==> src/rtl/spi_reg_pkg.sv <==
package spi_reg_pkg;
  localparam int FRAME_BITS = 16;
  localparam int HDR_BITS   = 8;
  localparam int DATA_W     = 8;
  localparam int FIELD_AW   = 7;
  localparam int REG_AW     = 5;
  localparam int CNT_W      = $clog2(FRAME_BITS + 1);
  localparam int NUM_REGS   = 1 << REG_AW;

  typedef struct packed {
    logic shiftIn;   // rising edge, capture mosi bit
    logic latchHdr;  // this rising edge completes the header byte
    logic loadRd;    // load read value into output shifter
    logic shiftOut;  // falling edge inside second byte
    logic finish;    // this rising edge completes the frame
    logic clear;     // select inactive
  } ctlStb_t;
endpackage

==> src/rtl/spi_reg_ctrl.sv <==
module spi_reg_ctrl
  import spi_reg_pkg::*;
(
  input  logic    clk,
  input  logic    rstN,
  input  logic    sclk,
  input  logic    csN,
  input  logic    mosi,
  output logic    mosiBit,
  output ctlStb_t stb
);
  logic [2:0]       sclkSync;
  logic [1:0]       csSync;
  logic [1:0]       mosiSync;
  logic [CNT_W-1:0] bitCnt;
  logic             loadQ;
  logic             sRise, sFall, csActive;

  always_ff @(posedge clk or negedge rstN) begin
    if (!rstN) begin
      sclkSync <= '0;
      csSync   <= '1;
      mosiSync <= '0;
    end else begin
      sclkSync <= {sclkSync[1:0], sclk};
      csSync   <= {csSync[0], csN};
      mosiSync <= {mosiSync[0], mosi};
    end
  end

  assign sRise    = sclkSync[1] & ~sclkSync[2];
  assign sFall    = ~sclkSync[1] & sclkSync[2];
  assign csActive = ~csSync[1];
  assign mosiBit  = mosiSync[1];

  always_comb begin
    stb          = '0;
    stb.clear    = ~csActive;
    stb.shiftIn  = csActive & sRise & (bitCnt < CNT_W'(FRAME_BITS));
    stb.latchHdr = stb.shiftIn & (bitCnt == CNT_W'(HDR_BITS - 1));
    stb.finish   = stb.shiftIn & (bitCnt == CNT_W'(FRAME_BITS - 1));
    stb.shiftOut = csActive & sFall & (bitCnt > CNT_W'(HDR_BITS))
                   & (bitCnt < CNT_W'(FRAME_BITS));
    stb.loadRd   = loadQ;
  end

  always_ff @(posedge clk or negedge rstN) begin
    if (!rstN) begin
      bitCnt <= '0;
      loadQ  <= 1'b0;
    end else begin
      loadQ <= stb.latchHdr & csActive;
      if (!csActive)       bitCnt <= '0;
      else if (stb.shiftIn) bitCnt <= bitCnt + 1'b1;
    end
  end


  cnt_range_chk: assert property (@(posedge clk) disable iff (!rstN)
    bitCnt <= CNT_W'(FRAME_BITS));

  cnt_clear_chk: assert property (@(posedge clk) disable iff (!rstN)
    stb.clear |=> (bitCnt == '0));
endmodule

==> src/rtl/spi_reg_dp.sv <==
module spi_reg_dp
  import spi_reg_pkg::*;
#(
  parameter logic [DATA_W-1:0] REV_ID = 8'hA1
)(
  input  logic              clk,
  input  logic              rstN,
  input  ctlStb_t           stb,
  input  logic              mosiBit,
  input  logic [DATA_W-1:0] rdData,
  output logic [REG_AW-1:0] rdAddr,
  output logic              miso,
  output logic              wrStb,
  output logic [REG_AW-1:0] wrAddr,
  output logic [DATA_W-1:0] wrData,
  output logic              txPush,
  output logic              rdPop
);
  localparam logic [FIELD_AW-1:0] DATA_PORT = '0;
  localparam logic [FIELD_AW-1:0] REV_ADDR  = FIELD_AW'(NUM_REGS - 1);

  logic [DATA_W-2:0]   rxShift;
  logic [DATA_W-1:0]   nextByte;
  logic [DATA_W-1:0]   txShift;
  logic [DATA_W-1:0]   readVal;
  logic [FIELD_AW-1:0] addrQ;
  logic                isWrite;
  logic                inBank, isPort, isRev;

  assign nextByte = {rxShift, mosiBit};
  assign inBank   = addrQ < FIELD_AW'(NUM_REGS);
  assign isPort   = addrQ == DATA_PORT;
  assign isRev    = addrQ == REV_ADDR;
  assign rdAddr   = addrQ[REG_AW-1:0];
  assign miso     = txShift[DATA_W-1];

  always_comb begin
    if (isWrite || !inBank) readVal = '0;
    else if (isRev)         readVal = REV_ID;
    else                    readVal = rdData;
  end

  always_ff @(posedge clk or negedge rstN) begin
    if (!rstN) begin
      rxShift <= '0;
      addrQ   <= '0;
      isWrite <= 1'b0;
      txShift <= '0;
      wrStb   <= 1'b0;
      txPush  <= 1'b0;
      rdPop   <= 1'b0;
      wrAddr  <= '0;
      wrData  <= '0;
    end else begin
      wrStb  <= 1'b0;
      txPush <= 1'b0;
      rdPop  <= 1'b0;
      if (stb.shiftIn) rxShift <= nextByte[DATA_W-2:0];
      if (stb.latchHdr) begin
        isWrite <= nextByte[DATA_W-1];
        addrQ   <= nextByte[FIELD_AW-1:0];
      end
      if (stb.clear)         txShift <= '0;
      else if (stb.loadRd)   txShift <= readVal;
      else if (stb.shiftOut) txShift <= {txShift[DATA_W-2:0], 1'b0};
      if (stb.finish) begin
        wrStb  <= isWrite & inBank & !isPort & !isRev;
        txPush <= isWrite & isPort;
        rdPop  <= !isWrite & isPort;
        if (isWrite && inBank && !isRev) begin
          wrAddr <= addrQ[REG_AW-1:0];
          wrData <= nextByte;
        end
      end
    end
  end


  one_strobe_chk: assert property (@(posedge clk) disable iff (!rstN)
    $onehot0({wrStb, txPush, rdPop}));

  wr_pulse_chk: assert property (@(posedge clk) disable iff (!rstN)
    wrStb |=> !wrStb);

  wr_target_chk: assert property (@(posedge clk) disable iff (!rstN)
    wrStb |-> (wrAddr != '0) && (wrAddr != REG_AW'(NUM_REGS - 1)));

  idle_miso_chk: assert property (@(posedge clk) disable iff (!rstN)
    stb.clear |=> !miso);

  early_miso_chk: assert property (@(posedge clk) disable iff (!rstN)
    stb.latchHdr |-> !miso);
endmodule

==> src/rtl/spi_reg_slave.sv <==
module spi_reg_slave
  import spi_reg_pkg::*;
#(
  parameter logic [7:0] REV_ID = 8'hA1
)(
  input  logic       clk,
  input  logic       rstN,
  input  logic       sclk,
  input  logic       csN,
  input  logic       mosi,
  output logic       miso,
  output logic [4:0] rdAddr,
  input  logic [7:0] rdData,
  output logic       wrStb,
  output logic [4:0] wrAddr,
  output logic [7:0] wrData,
  output logic       txPush,
  output logic       rdPop
);
  ctlStb_t stb;
  logic    mosiBit;

  spi_reg_ctrl ctrl_i (
    .clk(clk), .rstN(rstN), .sclk(sclk), .csN(csN), .mosi(mosi),
    .mosiBit(mosiBit), .stb(stb)
  );

  spi_reg_dp #(.REV_ID(REV_ID)) dp_i (
    .clk(clk), .rstN(rstN), .stb(stb), .mosiBit(mosiBit),
    .rdData(rdData), .rdAddr(rdAddr), .miso(miso),
    .wrStb(wrStb), .wrAddr(wrAddr), .wrData(wrData),
    .txPush(txPush), .rdPop(rdPop)
  );
endmodule

==> config.mk <==
export PLATFORM = sky130hd
export DESIGN_NAME = spi_reg_slave
export DESIGN_NICKNAME = d
export VERILOG_FILES = /design/src/rtl/spi_reg_pkg.sv /design/src/rtl/spi_reg_ctrl.sv /design/src/rtl/spi_reg_dp.sv /design/src/rtl/spi_reg_slave.sv
export SDC_FILE = /design/constraint.sdc
export NUM_CORES = 1
export LEC_CHECK = 0
export BUFFER_PORTS_ARGS = -buffer_cell sky130_fd_sc_hd__clkbuf_2
export CORE_MARGIN = 1.5
export CORE_UTILIZATION = 45
export CTS_BUF_LIST = sky130_fd_sc_hd__clkbuf_4 sky130_fd_sc_hd__clkbuf_8 sky130_fd_sc_hd__clkbuf_16
export CTS_CLUSTER_DIAMETER = 200
export DETAILED_ROUTE_END_ITERATION = 12
export PLACE_DENSITY = 0.68
export REMOVE_ABC_BUFFERS = 1
export SLEW_MARGIN = 20
export SYNTH_ARGS = -nofsm -noshare
export SYNTH_HDL_FRONTEND = slang
export SYNTH_SLANG_ARGS = --single-unit
==> constraint.sdc <==
create_clock -name clk -period 4.6 [get_ports clk]
set_input_delay 0.46 -clock clk [delete_from_list [all_inputs] [get_ports clk]]
set_output_delay 0.46 -clock clk [all_outputs]
set_load 0.02 [all_outputs]
==> flow_metrics.env <==
export IMPL_use_met1=0.2064
export IMPL_gr_usage_met3=0.04834
export IMPL_worst_slew_pin_transition_ns=0.8524
export IMPL_numCtsBuffers=5
export IMPL_cp_start_kind="flip-flop"
export IMPL_num_antenna_cells=0
export IMPL_status="complete, no violations"
export IMPL_fill_cells=408
export IMPL_num_vias=1321
export IMPL_antenna_left=0
export IMPL_met2_usage=0.2620
export IMPL_synthArstFlopShare=1.000
export IMPL_cp_max_fo=13
export IMPL_ir_drop_mv=0.1716
export IMPL_htreeDepth=2
export IMPL_grt_busiest_layer="met2"
export IMPL_drt_initial_drc_count=49
export IMPL_globalRouteOverflowTotal=0
export IMPL_synth_area_top_cells="dfrtp_1, mux2_2, a22o_1"
export IMPL_critPathRequiredTime_ns=4.79
export IMPL_io_pins=35
export IMPL_yosys_warnings=0
export IMPL_antenna_found_initial=0
export IMPL_hp_class="input port to flip-flop"
export IMPL_synth_area_um2=2181
export IMPL_synth_avg_cell_area_um2=13.80
export IMPL_area_growth_pct=13.02
export IMPL_crit_type="flip-flop to flip-flop"
export IMPL_ys_ff_latch=52
export IMPL_die_w_um=72.62
export IMPL_synth_common_cells="dfrtp_1, mux2_2, nand2_1, nor2_1, a22o_1"
export IMPL_numPortBuffers=34
export IMPL_max_slew_margin=0.4303
export IMPL_synth_seq_area_share=0.5978
export IMPL_grt_pass1_vias=1390
export IMPL_grt_max_degree=53
export IMPL_power_density_nw_per_um2=365.8
export IMPL_die_h_um=72.62
export IMPL_synth_area_leader_cell="dfrtp_1"
export IMPL_ys_types=33
export IMPL_syn_inst=158
export IMPL_viasPerCell=5.392
export IMPL_clk_pin_slew_ns=0.08
export IMPL_clock_latency_ns=0.31
export IMPL_path_cells="nor4b_4 > nand4_1 > nor2_2 > mux2_2"
export IMPL_setup_violations=0
export IMPL_fp_dieArea_um2=5273
export IMPL_nets=206
export IMPL_wl_per_cell_um=15.88
export IMPL_drc=0
export IMPL_start_util=0.4648
export IMPL_slowest_stage="nor4b_4"
export IMPL_ctsResizeCount=0
export IMPL_power_leakage_nw=1.218
export IMPL_tns_ns=0
export IMPL_synth_top_area_frac=0.5737
export IMPL_yosys_most_used_dff="dfrtp_1"
export IMPL_p_total_mw=0.9015
export IMPL_ctsHoldBuffers=0
export IMPL_rsz0062_at_grt="false"
export IMPL_grt_pass1_wl_mm=6.527
export IMPL_hpwl_mm=2.679
export IMPL_synth_most_common_cell="dfrtp_1"
export IMPL_post_route_period_util=0.5134
export IMPL_period_minus_slack_ns=2.361
export IMPL_crit_arrival_ns=2.55
export IMPL_hold_viol=0
export IMPL_ff_latch_area_um2=1304
export IMPL_clock_path_buffers=2
export IMPL_drv_slew=0
export IMPL_tritoncts="done"
export IMPL_row_count=25
export IMPL_cts_sinks=52
export IMPL_cp_end_kind="flip-flop"
export IMPL_drive_above_1_share=0.4031
export IMPL_synth_edf_count=0
export IMPL_slowest_delay_ns=0.65
export IMPL_skew_ns=0.01173
export IMPL_max_cap_viol_count=0
export IMPL_wl_mm=3.890
export IMPL_place_congestion=0.7528
export IMPL_fmax_mhz=423.5
export IMPL_clockRootBuffer="clkbuf_8"
export IMPL_multiInputGateArea_um2=774.5
export IMPL_grt_util_all_layers=0.1644
export IMPL_first_pass_iters=4
export IMPL_cts_setup_buffers=0
export IMPL_core_area_um2=4692
layer usage:
layer  vias to the layer above  share of wire
li1                        622              -
met4                         0          0.021
met3                         9          0.030
met2                        28           0.48
met5                         -              0
met1                       662           0.46
area by class of cell:
| cell class | instances | area share |
|---|---|---|
| Multi-Input combinational cell | 92 | 0.3142 |
| Tap cell | 54 | 0.02741 |
| Inverter | 4 | 0.006091 |
| Clock buffer | 7 | 0.03909 |
| Sequential cell | 52 | 0.5289 |
| Clock inverter | 1 | 0.01218 |
| Timing Repair Buffer | 35 | 0.07208 |
registers in the layout, indices dropped and copies added, names as in the netlist:
name	count
dp_i.addrQ	7
dp_i.wrAddr	5
ctrl_i.mosiSync	2
dp_i.txShift	8
dp_i.wrStb	1
dp_i.rxShift	7
dp_i.rdPop	1
dp_i.wrData	8
ctrl_i.bitCnt	5
ctrl_i.sclkSync	3
dp_i.isWrite	1
dp_i.txPush	1
ctrl_i.csSync	2
ctrl_i.loadQ	1
worst max-delay path, delay by kind of cell, from the launching register on:
kind             cells  cell delay [ns]
DFF                  1             0.43
muxes                1             0.41
and+or+nand+nor      3             1.41
worst paths after layout:
check | start | to | slack, ns | cells past startpoint
worst max-delay path | ctrl_i.csSync[1] | dp_i.wrData[7] | 2.24 | 4
worst min-delay path | csN | ctrl_i.csSync[0] | 0.24 | 1
worst max register to register | ctrl_i.csSync[1] | dp_i.wrData[7] | 2.24 | 4
worst min register to register | ctrl_i.sclkSync[0] | ctrl_i.sclkSync[1] | 0.35 | 0
max in group asynchronous | rstN | ctrl_i.bitCnt[2] | 3.92 | 2
min in group asynchronous | rstN | dp_i.wrData[1] | 0.25 | 2
power by group:
group	internal [mW]	switching, mW
logic	0.0274	0.0211
clock network	0.192	0.144
registers	0.487	0.0303
total	0.706	0.196
metrics by stage:
step / hold slack [ns] / instances / worst slack (ns) / instance area (um2) / util
3_5_place_dp: 0.3355 / 237 / 2.240 / 2338 / 0.4984
3_3_place_gp: 0.3326 / 237 / 2.340 / 2338 / 0.4984
2_1_floorplan: 0.1644 / 148 / 2.616 / 2093 / -
5_1_grt: 0.2137 / 245 / 2.135 / 2465 / 0.5253
6_report: 0.2363 / 245 / 2.239 / 2465 / 0.5253
4_1_cts: 0.2229 / 245 / 2.232 / 2465 / 0.5253
cells by family after synthesis:
group           after synthesis  share of synthesized area
flops                        52                     0.5978
fa+ha+maj                     3                    0.01721
buf+inv                      14                    0.04704
compound gates               20                    0.07630
simple gates                 39                     0.1102
xor+xnor                      3                    0.01205
mux                          27                     0.1394
cells in the final DEF (no fill, tap or decap), drive strengths merged, types with 2 or more instances in the layout:
| cell | synthesis | routed |
|---|---|---|
| xor2 | 2 | 2 |
| nand4 | 3 | 3 |
| nor2 | 10 | 10 |
| a221o | 2 | 2 |
| nand2b | 3 | 3 |
| and2 | 2 | 2 |
| nor3b | 2 | 2 |
| mux2 | 27 | 27 |
| nand2 | 9 | 9 |
| o2bb2ai | 5 | 5 |
| a21oi | 3 | 3 |
| and3 | 2 | 2 |
| dfrtp | 50 | 50 |
| clkbuf | 0 | 41 |
| ha | 3 | 3 |
| inv | 4 | 4 |
| nor4b | 2 | 2 |
| dfstp | 2 | 2 |
| a22o | 7 | 7 |
Power figures use the tool's default switching activity.
